## src/rtl/rtc_flag_pkg.sv

```systemverilog
package rtc_flag_pkg;
  localparam int unsigned REG_W   = 8;
  localparam int unsigned B_WDT   = 7;
  localparam int unsigned B_ALM   = 6;
  localparam int unsigned B_PF    = 5;
  localparam int unsigned B_OSC   = 4;
  localparam int unsigned B_CAL   = 2;
  localparam int unsigned B_WEN   = 1;
  localparam int unsigned B_REN   = 0;
  localparam int unsigned N_EVT   = 3;
endpackage

```

## src/rtl/rtc_evt_flag.sv

```systemverilog
module rtc_evt_flag (
  input  logic clk_i,
  input  logic rst_ni,
  input  logic evt_i,
  input  logic clr_i,
  output logic flag_o
);
  logic flag_q;

  always_ff @(posedge clk_i or negedge rst_ni) begin
    if (!rst_ni)     flag_q <= 1'b0;
    else if (evt_i)  flag_q <= 1'b1;  // event wins over clear
    else if (clr_i)  flag_q <= 1'b0;
  end

  assign flag_o = flag_q;

  p_evt_set_r2: assert property (@(posedge clk_i) disable iff (!rst_ni)
    evt_i |=> flag_o);
  p_rd_clr_r3: assert property (@(posedge clk_i) disable iff (!rst_ni)
    (clr_i && !evt_i) |=> !flag_o);
endmodule

```

## src/rtl/rtc_cal_div.sv

```systemverilog
module rtc_cal_div #(
  parameter int unsigned DIV_RATIO = 64
) (
  input  logic clk_i,
  input  logic rst_ni,
  input  logic en_i,
  input  logic tick_i,
  output logic sq_o
);
  localparam int unsigned HALF = DIV_RATIO / 2;
  localparam int unsigned CW   = (HALF > 1) ? $clog2(HALF) : 1;
  localparam logic [CW-1:0] LAST = CW'(HALF - 1);

  logic [CW-1:0] cnt_q;
  logic          sq_q;

  always_ff @(posedge clk_i or negedge rst_ni) begin
    if (!rst_ni) begin
      cnt_q <= '0;
      sq_q  <= 1'b0;
    end else if (!en_i) begin
      cnt_q <= '0;
      sq_q  <= 1'b0;
    end else if (tick_i) begin
      if (cnt_q == LAST) begin
        cnt_q <= '0;
        sq_q  <= ~sq_q;
      end else begin
        cnt_q <= cnt_q + 1'b1;
      end
    end
  end

  assign sq_o = sq_q;

  p_cal_idle_low_r7: assert property (@(posedge clk_i) disable iff (!rst_ni)
    !en_i |=> !sq_o);
  p_no_tick_hold_r7: assert property (@(posedge clk_i) disable iff (!rst_ni)
    (en_i && !tick_i) |=> $stable(sq_o));
endmodule

```

## src/rtl/rtc_hold_ctrl.sv

```systemverilog
module rtc_hold_ctrl (
  input  logic clk_i,
  input  logic rst_ni,
  input  logic wen_i,
  input  logic ren_i,
  input  logic time_wr_i,
  input  logic wen_clr_i,
  output logic freeze_o,
  output logic load_o
);
  logic mod_q, load_q, mod_set;

  assign mod_set = time_wr_i & wen_i;

  always_ff @(posedge clk_i or negedge rst_ni) begin
    if (!rst_ni) begin
      mod_q  <= 1'b0;
      load_q <= 1'b0;
    end else begin
      load_q <= wen_clr_i & (mod_q | mod_set);
      if (wen_clr_i)    mod_q <= 1'b0;
      else if (mod_set) mod_q <= 1'b1;
    end
  end

  assign freeze_o = wen_i | ren_i;
  assign load_o   = load_q;

  p_load_pulse_r9: assert property (@(posedge clk_i) disable iff (!rst_ni)
    load_o |=> !load_o);
  p_load_on_wen_fall_r9: assert property (@(posedge clk_i) disable iff (!rst_ni)
    load_o |-> (!wen_i && $past(wen_i)));
endmodule

```

## src/rtl/rtc_flag_ctrl.sv

```systemverilog
module rtc_flag_ctrl
  import rtc_flag_pkg::*;
#(
  parameter int unsigned CAL_DIV = 64
) (
  input  logic             clk_i,
  input  logic             rst_ni,
  input  logic             wdt_evt_i,
  input  logic             alarm_evt_i,
  input  logic             pfail_evt_i,
  input  logic             osc_fail_i,
  input  logic             sel_i,
  input  logic             rd_i,
  input  logic             wr_i,
  input  logic [REG_W-1:0] wdata_i,
  output logic [REG_W-1:0] rdata_o,
  input  logic             time_wr_i,
  input  logic             cal_tick_i,
  input  logic             irq_i,
  output logic             int_o,
  output logic             freeze_o,
  output logic             load_o
);
  logic [N_EVT-1:0] evt_in, evt_q;
  logic             rd_hit, wr_hit, wen_clr;
  logic             osc_q, cal_q, wen_q, ren_q, sq;

  assign rd_hit = sel_i & rd_i;
  assign wr_hit = sel_i & wr_i;
  assign evt_in = {wdt_evt_i, alarm_evt_i, pfail_evt_i};

  for (genvar g = 0; g < N_EVT; g++) begin : g_evt
    rtc_evt_flag u_flag (
      .clk_i (clk_i),
      .rst_ni(rst_ni),
      .evt_i (evt_in[g]),
      .clr_i (rd_hit),
      .flag_o(evt_q[g])
    );
  end

  always_ff @(posedge clk_i or negedge rst_ni) begin
    if (!rst_ni) begin
      osc_q <= 1'b0;
      cal_q <= 1'b0;
      wen_q <= 1'b0;
      ren_q <= 1'b0;
    end else begin
      if (osc_fail_i)                      osc_q <= 1'b1;
      else if (wr_hit && !wdata_i[B_OSC])  osc_q <= 1'b0;
      if (wr_hit) begin
        cal_q <= wdata_i[B_CAL];
        wen_q <= wdata_i[B_WEN];
        ren_q <= wdata_i[B_REN];
      end
    end
  end

  assign wen_clr = wr_hit & wen_q & ~wdata_i[B_WEN];

  rtc_hold_ctrl u_hold (
    .clk_i    (clk_i),
    .rst_ni   (rst_ni),
    .wen_i    (wen_q),
    .ren_i    (ren_q),
    .time_wr_i(time_wr_i),
    .wen_clr_i(wen_clr),
    .freeze_o (freeze_o),
    .load_o   (load_o)
  );

  rtc_cal_div #(.DIV_RATIO(CAL_DIV)) u_div (
    .clk_i (clk_i),
    .rst_ni(rst_ni),
    .en_i  (cal_q),
    .tick_i(cal_tick_i),
    .sq_o  (sq)
  );

  assign int_o   = cal_q ? sq : irq_i;
  assign rdata_o = {evt_q, osc_q, 1'b0, cal_q, wen_q, ren_q};

  p_osc_sticky_r5: assert property (@(posedge clk_i) disable iff (!rst_ni)
    (rdata_o[B_OSC] && !(wr_hit && !wdata_i[B_OSC])) |=> rdata_o[B_OSC]);
  p_evt_wr_stable_r6: assert property (@(posedge clk_i) disable iff (!rst_ni)
    (wr_hit && !rd_hit && !(|evt_in)) |=> $stable(rdata_o[7:5]));
  p_bit3_zero_r6: assert property (@(posedge clk_i) disable iff (!rst_ni)
    !rdata_o[3]);
endmodule

```

## config.mk

```make
export PLATFORM = sky130hd
export DESIGN_NAME = rtc_flag_ctrl
export DESIGN_NICKNAME = d
export VERILOG_FILES = /design/src/rtl/rtc_flag_pkg.sv /design/src/rtl/rtc_evt_flag.sv /design/src/rtl/rtc_cal_div.sv /design/src/rtl/rtc_hold_ctrl.sv /design/src/rtl/rtc_flag_ctrl.sv
export SDC_FILE = /design/constraint.sdc
export NUM_CORES = 1
export LEC_CHECK = 0
export BUFFER_PORTS_ARGS = -buffer_cell sky130_fd_sc_hd__buf_2
export CAP_MARGIN = 20
export CORE_AREA = 2 2 42 44
export CTS_CLUSTER_SIZE = 10
export DETAILED_ROUTE_END_ITERATION = 10
export DIE_AREA = 0 0 44 46
export PLACE_DENSITY = 0.78
export SLEW_MARGIN = 20
export SYNTH_ARGS = -nofsm -noshare
export SYNTH_HDL_FRONTEND = slang
export SYNTH_SLANG_ARGS = --single-unit
```

## constraint.sdc

```tcl
create_clock -name clk_i -period 5 [get_ports clk_i]
set_input_delay 0.75 -clock clk_i [delete_from_list [all_inputs] [get_ports clk_i]]
set_output_delay 0.75 -clock clk_i [all_outputs]
set_load 0.01 [all_outputs]
```

Word-level counts from Yosys, hierarchy flattened
Index checks and enable logic that the tools add are counted.
{ "totals": {"ff_bits": 15, "out_inout_bits": 11} }
{ "op_classes": {"n_reduce_logical": 8, "bitwise_logic": 10, "muxes": 15, "n_eq_ne": 3, "add_sub_neg": 1} }
{ "ops": {"columns": ["cell", "n"], "rows": [
  ["$mux 5", 3],
  ["$mux 1", 12],
  ["$reduce_bool 2->1", 5],
  ["$and 1x1->1", 6],
  ["$add 5x1->5 const B", 1],
  ["$eq 5x5->1 const B", 1],
  ["$ne 2x1->1 const B", 1],
  ["$ne 2x2->1 const B", 1],
  ["$not 1->1", 2],
  ["$or 1x1->1", 2],
  ["$reduce_and 2->1", 1],
  ["$logic_and 1x1->1", 1],
  ["$logic_not 1->1", 1]
]} }

Longest topological paths before layout
Gate-level depths: netlist of the first run.
{ "logic_depth": {"word_depth": 4, "depth_mapped": 6, "depth_no_buf": 6} }

Hierarchy
From an unflattened synthesis of the first run, not the netlist that was laid out.
{ "unflattened": {"cells_unflattened": 64, "hier_area_um2": 745.7} }
{ "by_module_without_submodules": {"columns": ["module", "area_each_um2", "instances", "seq_area_each_um2", "cells_per_inst"], "rows": [
  ["rtc_cal_div", 332.8, 1, 150.1, 29],
  ["rtc_flag_ctrl", 232.7, 1, 100.1, 20],
  ["rtc_evt_flag", 36.3, 3, 25.0, 3],
  ["rtc_hold_ctrl", 71.3, 1, 50.0, 6]
]} }

Worst setup path after synthesis of the first run
No wires, ideal clock.
{ "synth_timing": {"path_kind": "input -> output", "startpoint": "input irq_i", "endpoint": "output int_o", "required_time_ps": 4250, "path_buffers": 0, "t_arrival_ps": 1022, "path_slack_ps": 3228, "stages": 1, "path_cell_list": "mux2_2"} }
{ "synth_via": {"elab_chain_cells": 1} }
{ "synth_lines": {"columns": ["item", "line_no", "rtl"], "rows": [
  ["start, declared", "rtc_flag_ctrl.sv:19", "input logic irq_i,"],
  ["$mux 1", "rtc_flag_ctrl.sv:80", "assign int_o = cal_q ? sq : irq_i;"],
  ["end, declared", "rtc_flag_ctrl.sv:20", "output logic int_o,"]
]} }
Every way passes these cells.

Final worst setup path of the first run
Same ends and word-level chain as after synthesis.

==> reports/metrics.yaml, run 1 <==
via_per_inst: 4.97
synth_ff_type: "dfrtp_1"
post_cts_buffers: 0
synth_fp_nets: 86
period_minus_slack_ps: 1970
end_kind: "output port"
die_h_um: 46
power.switching_uw: 65.5
drt_first_iter_violations: 4
startpoint_type: "input port"
hold_viol_final: 0
stdcell_count: 101
critPathMaxFanout: 1
ctsHoldBuffers: 0
intPower_uw: 184
yosysSeqAreaShare: 0.519
grt_max_degree: 16
hold_path_class: "in -> async"
final.setup.tns_ps: 0
yosys_warnings: 0
syn_area_um2: 723
clkTransAtPathRegs_ps: 80
dr_wl_met2_um: 579
synth-seq-cells: 15
clockBufferDepth: 2
dieArea_um2: 2020
ys_async_sr_fraction: 1.00
arrival_ps: 1220
synth.most_common_cell: "dfrtp_1"
num_rows: 15
synth.distinct_cells: 25
wl_per_cell_um: 12.2
drc: 0
die_width_um: 44
irDropWorstVdd_uv: 177
io_pins: 31
netlist_instances: 64
cts_root_buffer: "clkbuf_4"
synth_common_cells: "dfrtp_1 (15), buf_4 (8), nor2_1 (6)"
max_freq_mhz: 507
clkPwrFrac: 0.267
slew_viol_final: 0
setup_viol: 0
vias: 502
first_pass_iters: 3
synth-edff-count: 0
critical_path_class: "in -> out"
cts_resized: 0
fin_skew_ps: 1.15
core_area_um2: 1610
power.share.sequential: 0.563
switching_share: 0.262
overflow: 0
p_leak_uw: 0.000414
htreeDepth: 1
start_util: 0.448
area_delta_synth_final_pct: 14.9
dr.max_layer_used: "met4"
startpoint: "irq_i"
syn_area_per_cell_um2: 11.3
netlist.area_leader.share: 0.519
synth_area_leaders: "dfrtp_1 (52%), buf_4 (8.3%), mux2_2 (6.2%), mux2i_1 (5.5%), ha_1 (3.5%)"
num_antenna_cells: 0
clock_latency_ps: 270
gp_congestion: 0.672
dp.cells: 97
largest_reg_flops: 5
cap_viol_max_count: 0
drt-total-wl_mm: 1.23
grt_pass1_wl_mm: 2.06
port_buffers: 25
grt_pass1_vias: 473
yosysTopAreaCell: "dfrtp_1"
ant_nets: 0
fillers: 161
largest_register: "u_div.cnt_q"
r2r_start: "u_div.cnt_q[0]"
holdWs_ps: 361
p_comb_frac: 0.171
place_ws_ps: 3020
required_ps: 4250
powerDensity_nw_per_um2: 301
cts_tree: "built"
grtUsageTotal: 0.143
drt-met1-wl_um: 550
post-route-period-util: 0.395
clock-sinks: 15
fin_ws_ps: 3030
wl_met3_um: 77
final_layout_size_suffix_gt1_frac: 0.405
nets: 107
grt_setup_unrepaired: "false"
status: "finished, final reports clean"
antenna_found_initial: 0
cts_buffers: 3
==> cell usage in the layout (no fill, tap or decap), types with 2 or more instances in the layout <==
cell type	count
dfrtp_1	15
ha_1	2
mux2_2	4
clkbuf_4	3
nor2_1	6
nand2_1	4
mux2i_1	4
buf_2	25
a21o_1	3
nand2b_1	2
==> through the flow <==
stage | utilization | total power, uW | instance area (um2)
final | 0.515 | 250 | 831
after floorplan | - | 174 | 723
after global placement | 0.498 | 184 | 805
after CTS | 0.515 | 253 | 831
after global routing | 0.515 | 266 | 831
after detailed placement | 0.498 | 186 | 805
==> final timing paths <==
check / end / slack (ps) / depth (start not counted)
max: int_o / 3030 / 3
min: u_div.cnt_q[2] / 360 / 1
max reg2reg: u_div.cnt_q[3] / 3130 / 5
min reg2reg: g_evt[2].u_flag.flag_o / 470 / 1
max in group asynchronous: u_div.cnt_q[0] / 4390 / 1
min in group clk_i: g_evt[2].u_flag.flag_o / 470 / 1
==> cell type report <==
cell class / instances / area, um2 / area share
multi-input combinational: 39 / 279 / 0.336
sequential: 15 / 375 / 0.452
timing repair buffer: 25 / 125 / 0.151
tap: 17 / 21.3 / 0.0256
inverter: 1 / 3.75 / 0.00452
clock buffer: 4 / 26.3 / 0.0316
==> worst max-delay path, stage by stage <==
cell and delay (ps):
buf_2 100, mux2_2 240, buf_2 130
==> cell families (layout without fill, tap and decap cells) <==
logic type,count (synthesis),after routing,share of synthesized area
AO/OA/AOI/OAI,8,8,0.0761
XOR/XNOR,1,1,0.0121
adder cells (fa/ha/maj),2,2,0.0346
buffers and inverters,10,30,0.0951
flip-flops,15,15,0.519
multiplexers,8,8,0.118
other,1,1,0.00519
AND/OR/NAND/NOR,19,19,0.140
==> power by group through the flow <==
| stage | clock network [uW] | registers (uW) | logic (uW) |
|---|---|---|---|
| floorplan | 0 | 141 | 33.1 |
| global placement | 0 | 142 | 42.0 |
| detailed placement | 0 | 143 | 43.5 |
| CTS | 68.7 | 140 | 43.6 |
| global route | 75.5 | 142 | 47.8 |
| finish | 66.6 | 141 | 42.6 |
==> per-layer routing <==
layer | global-route usage | vias to the layer above
met4 | 0.0909 | 0
li1 | - | 246
met2 | 0.209 | 15
met3 | 0.0397 | 2
met5 | 0 | -
met1 | 0.186 | 239
(Power assumes the default switching activity.)
==> inputs of run 2 (changes only) <==
- CORE_AREA: 2 2 42 44 -> 2 2 45 47
- DIE_AREA: 0 0 44 46 -> 0 0 47 49
- PLACE_DENSITY: 0.78 -> 0.72
- clock period: 5 -> 1.8 ns (I/O delays scaled with it)
==> reports/metrics.yaml, run 2 (synthesis results as in run 1) <==
hold_viol_final: 0
layout_commonest_cell: "buf_2"
grt_pass1_vias: 420
required_ps: 2010
max_freq_mhz: 579
critical_path_class: "reg -> reg"
grtUsageTotal: 0.108
final_cell_mix: "buf_2 (25), dfrtp_1 (15), nor2_1 (6)"
hold_depth: 2
clock-sinks: 15
drc: 0
clock_latency_ps: 280
hp-start: "alarm_evt_i"
powerDensity_nw_per_um2: 804
port_buffers: 25
nets: 111
grt_pass1_wl_mm: 1.80
end_kind: "flip-flop"
final.setup.tns_ps: 0
drt_first_iter_violations: 0
wl_per_cell_um: 10.1
p_leak_uw: 0.000434
slew_viol_final: 0
via_per_inst: 4.50
first_pass_iters: 1
vias: 517
min_to: "g_evt[1].u_flag.flag_o"
die_h_um: 49
multiInputGateArea_um2: 282
fin_skew_ps: 6.58
status: "finished, final reports clean"
io_pins: 31
cap_viol_max_count: 0
clkTransAtPathRegs_ps: 90
r2r_start: "u_div.cnt_q[1]"
ant_nets: 0
period_minus_slack_ps: 1730
overflow: 0
fin_util: 0.478
cts_buffers: 3
antenna_found_initial: 0
clockBufferDepth: 2
arrival_ps: 1940
post-route-period-util: 0.960
htreeDepth: 1
dpl.hpwl_um: 939
largest_register: "u_div.cnt_q"
setup_viol: 0
grt_setup_unrepaired: "false"
dp.cells: 109
r2r_end: "u_div.cnt_q[3]"
dieArea_um2: 2300
irDropWorstVdd_uv: 556
final-seq-area_um2: 375
largest_reg_flops: 5
cts_root_buffer: "clkbuf_4"
final_layout_size_suffix_gt1_frac: 0.443
grt_max_degree: 16
ff2ff_path_depth: 5
gp_congestion: 0.655
core_area_um2: 1840
num_antenna_cells: 0
num_rows: 16
startpoint_type: "flip-flop"
start_util: 0.393
stdcell_count: 115
drt-total-wl_mm: 1.16
critPathMaxFanout: 3
die_width_um: 47
hold_path_class: "in -> reg"
fillers: 188
area_delta_synth_final_pct: 21.6
cts_tree: "built"
regToRegSetupSlack_ps: 70
[run 2: changes by cell type in the layout (fill, tap and decap cells not counted), sizes merged]
cell | previous run | this run
buf | 25 | 28
clkinv | 0 | 1
clkbuf | 4 | 3
dlygate4sd3 | 0 | 1
[run 2: timing repair]
| action | 4_1_cts | 5_1_grt |
|---|---|---|
| endpoints found under the setup margin | 0 | 1 |
| endpoints found under the hold margin | 15 | 0 |
| gates resized for setup | 0 | 1 |
| buffers inserted | 0 | 1 |
| hold buffers | 1 | 0 |
[run 2: how the worst max path moves through the flow]
stage	slack (ps)	to	startpoint
floorplan	50	u_div.cnt_q[3]	u_div.cnt_q[0]
global placement	60	u_div.cnt_q[3]	u_div.cnt_q[1]
detailed placement	50	u_div.cnt_q[3]	u_div.cnt_q[0]
CTS	30	u_div.cnt_q[3]	u_div.cnt_q[0]
global route	10	u_div.cnt_q[3]	u_div.cnt_q[1]
finish	70	u_div.cnt_q[3]	u_div.cnt_q[1]
[run 2: metal layers]
metal / up-vias / wire, um / GRT usage
li1: 259 / - / -
met1: 242 / 532 / 0.143
met2: 16 / 563 / 0.160
met3: 0 / 64 / 0.0370
met4: 0 / 0 / 0.0417
met5: - / 0 / 0
[run 2: final cells by class]
cell class,count,share of cell area
multi-input combinational,39,0.320
clock inverter,1,0.00569
sequential,15,0.427
timing repair buffer,29,0.179
inverter,1,0.00427
clock buffer,3,0.0256
tap,27,0.0384
[run 2: worst max-delay path, cell delays in order (launching register included)]
cell     delay, ps
dfrtp_1        410
ha_2           190
and3_2         200
ha_1           180
or4b_1         520
a31oi_1        160
[run 2: stage by stage]
step	setup slack, ps	hold WS [ps]	power (uW)	instance area (um2)
4_1_cts	29.8	153	713	870
5_1_grt	13.2	144	755	880
3_5_place_dp	53.2	192	523	832
2_1_floorplan	45.1	-25.6	483	723
6_report	72.7	163	707	880
3_3_place_gp	62.8	190	516	832
[run 2: where the power goes]
part,internal (uW),switching [uW],leakage (uW)
Clock,82.3,103,0.0000177
Combinational,70.4,62.4,0.000235
Sequential,366,22.2,0.000181
Total,519,188,0.000434
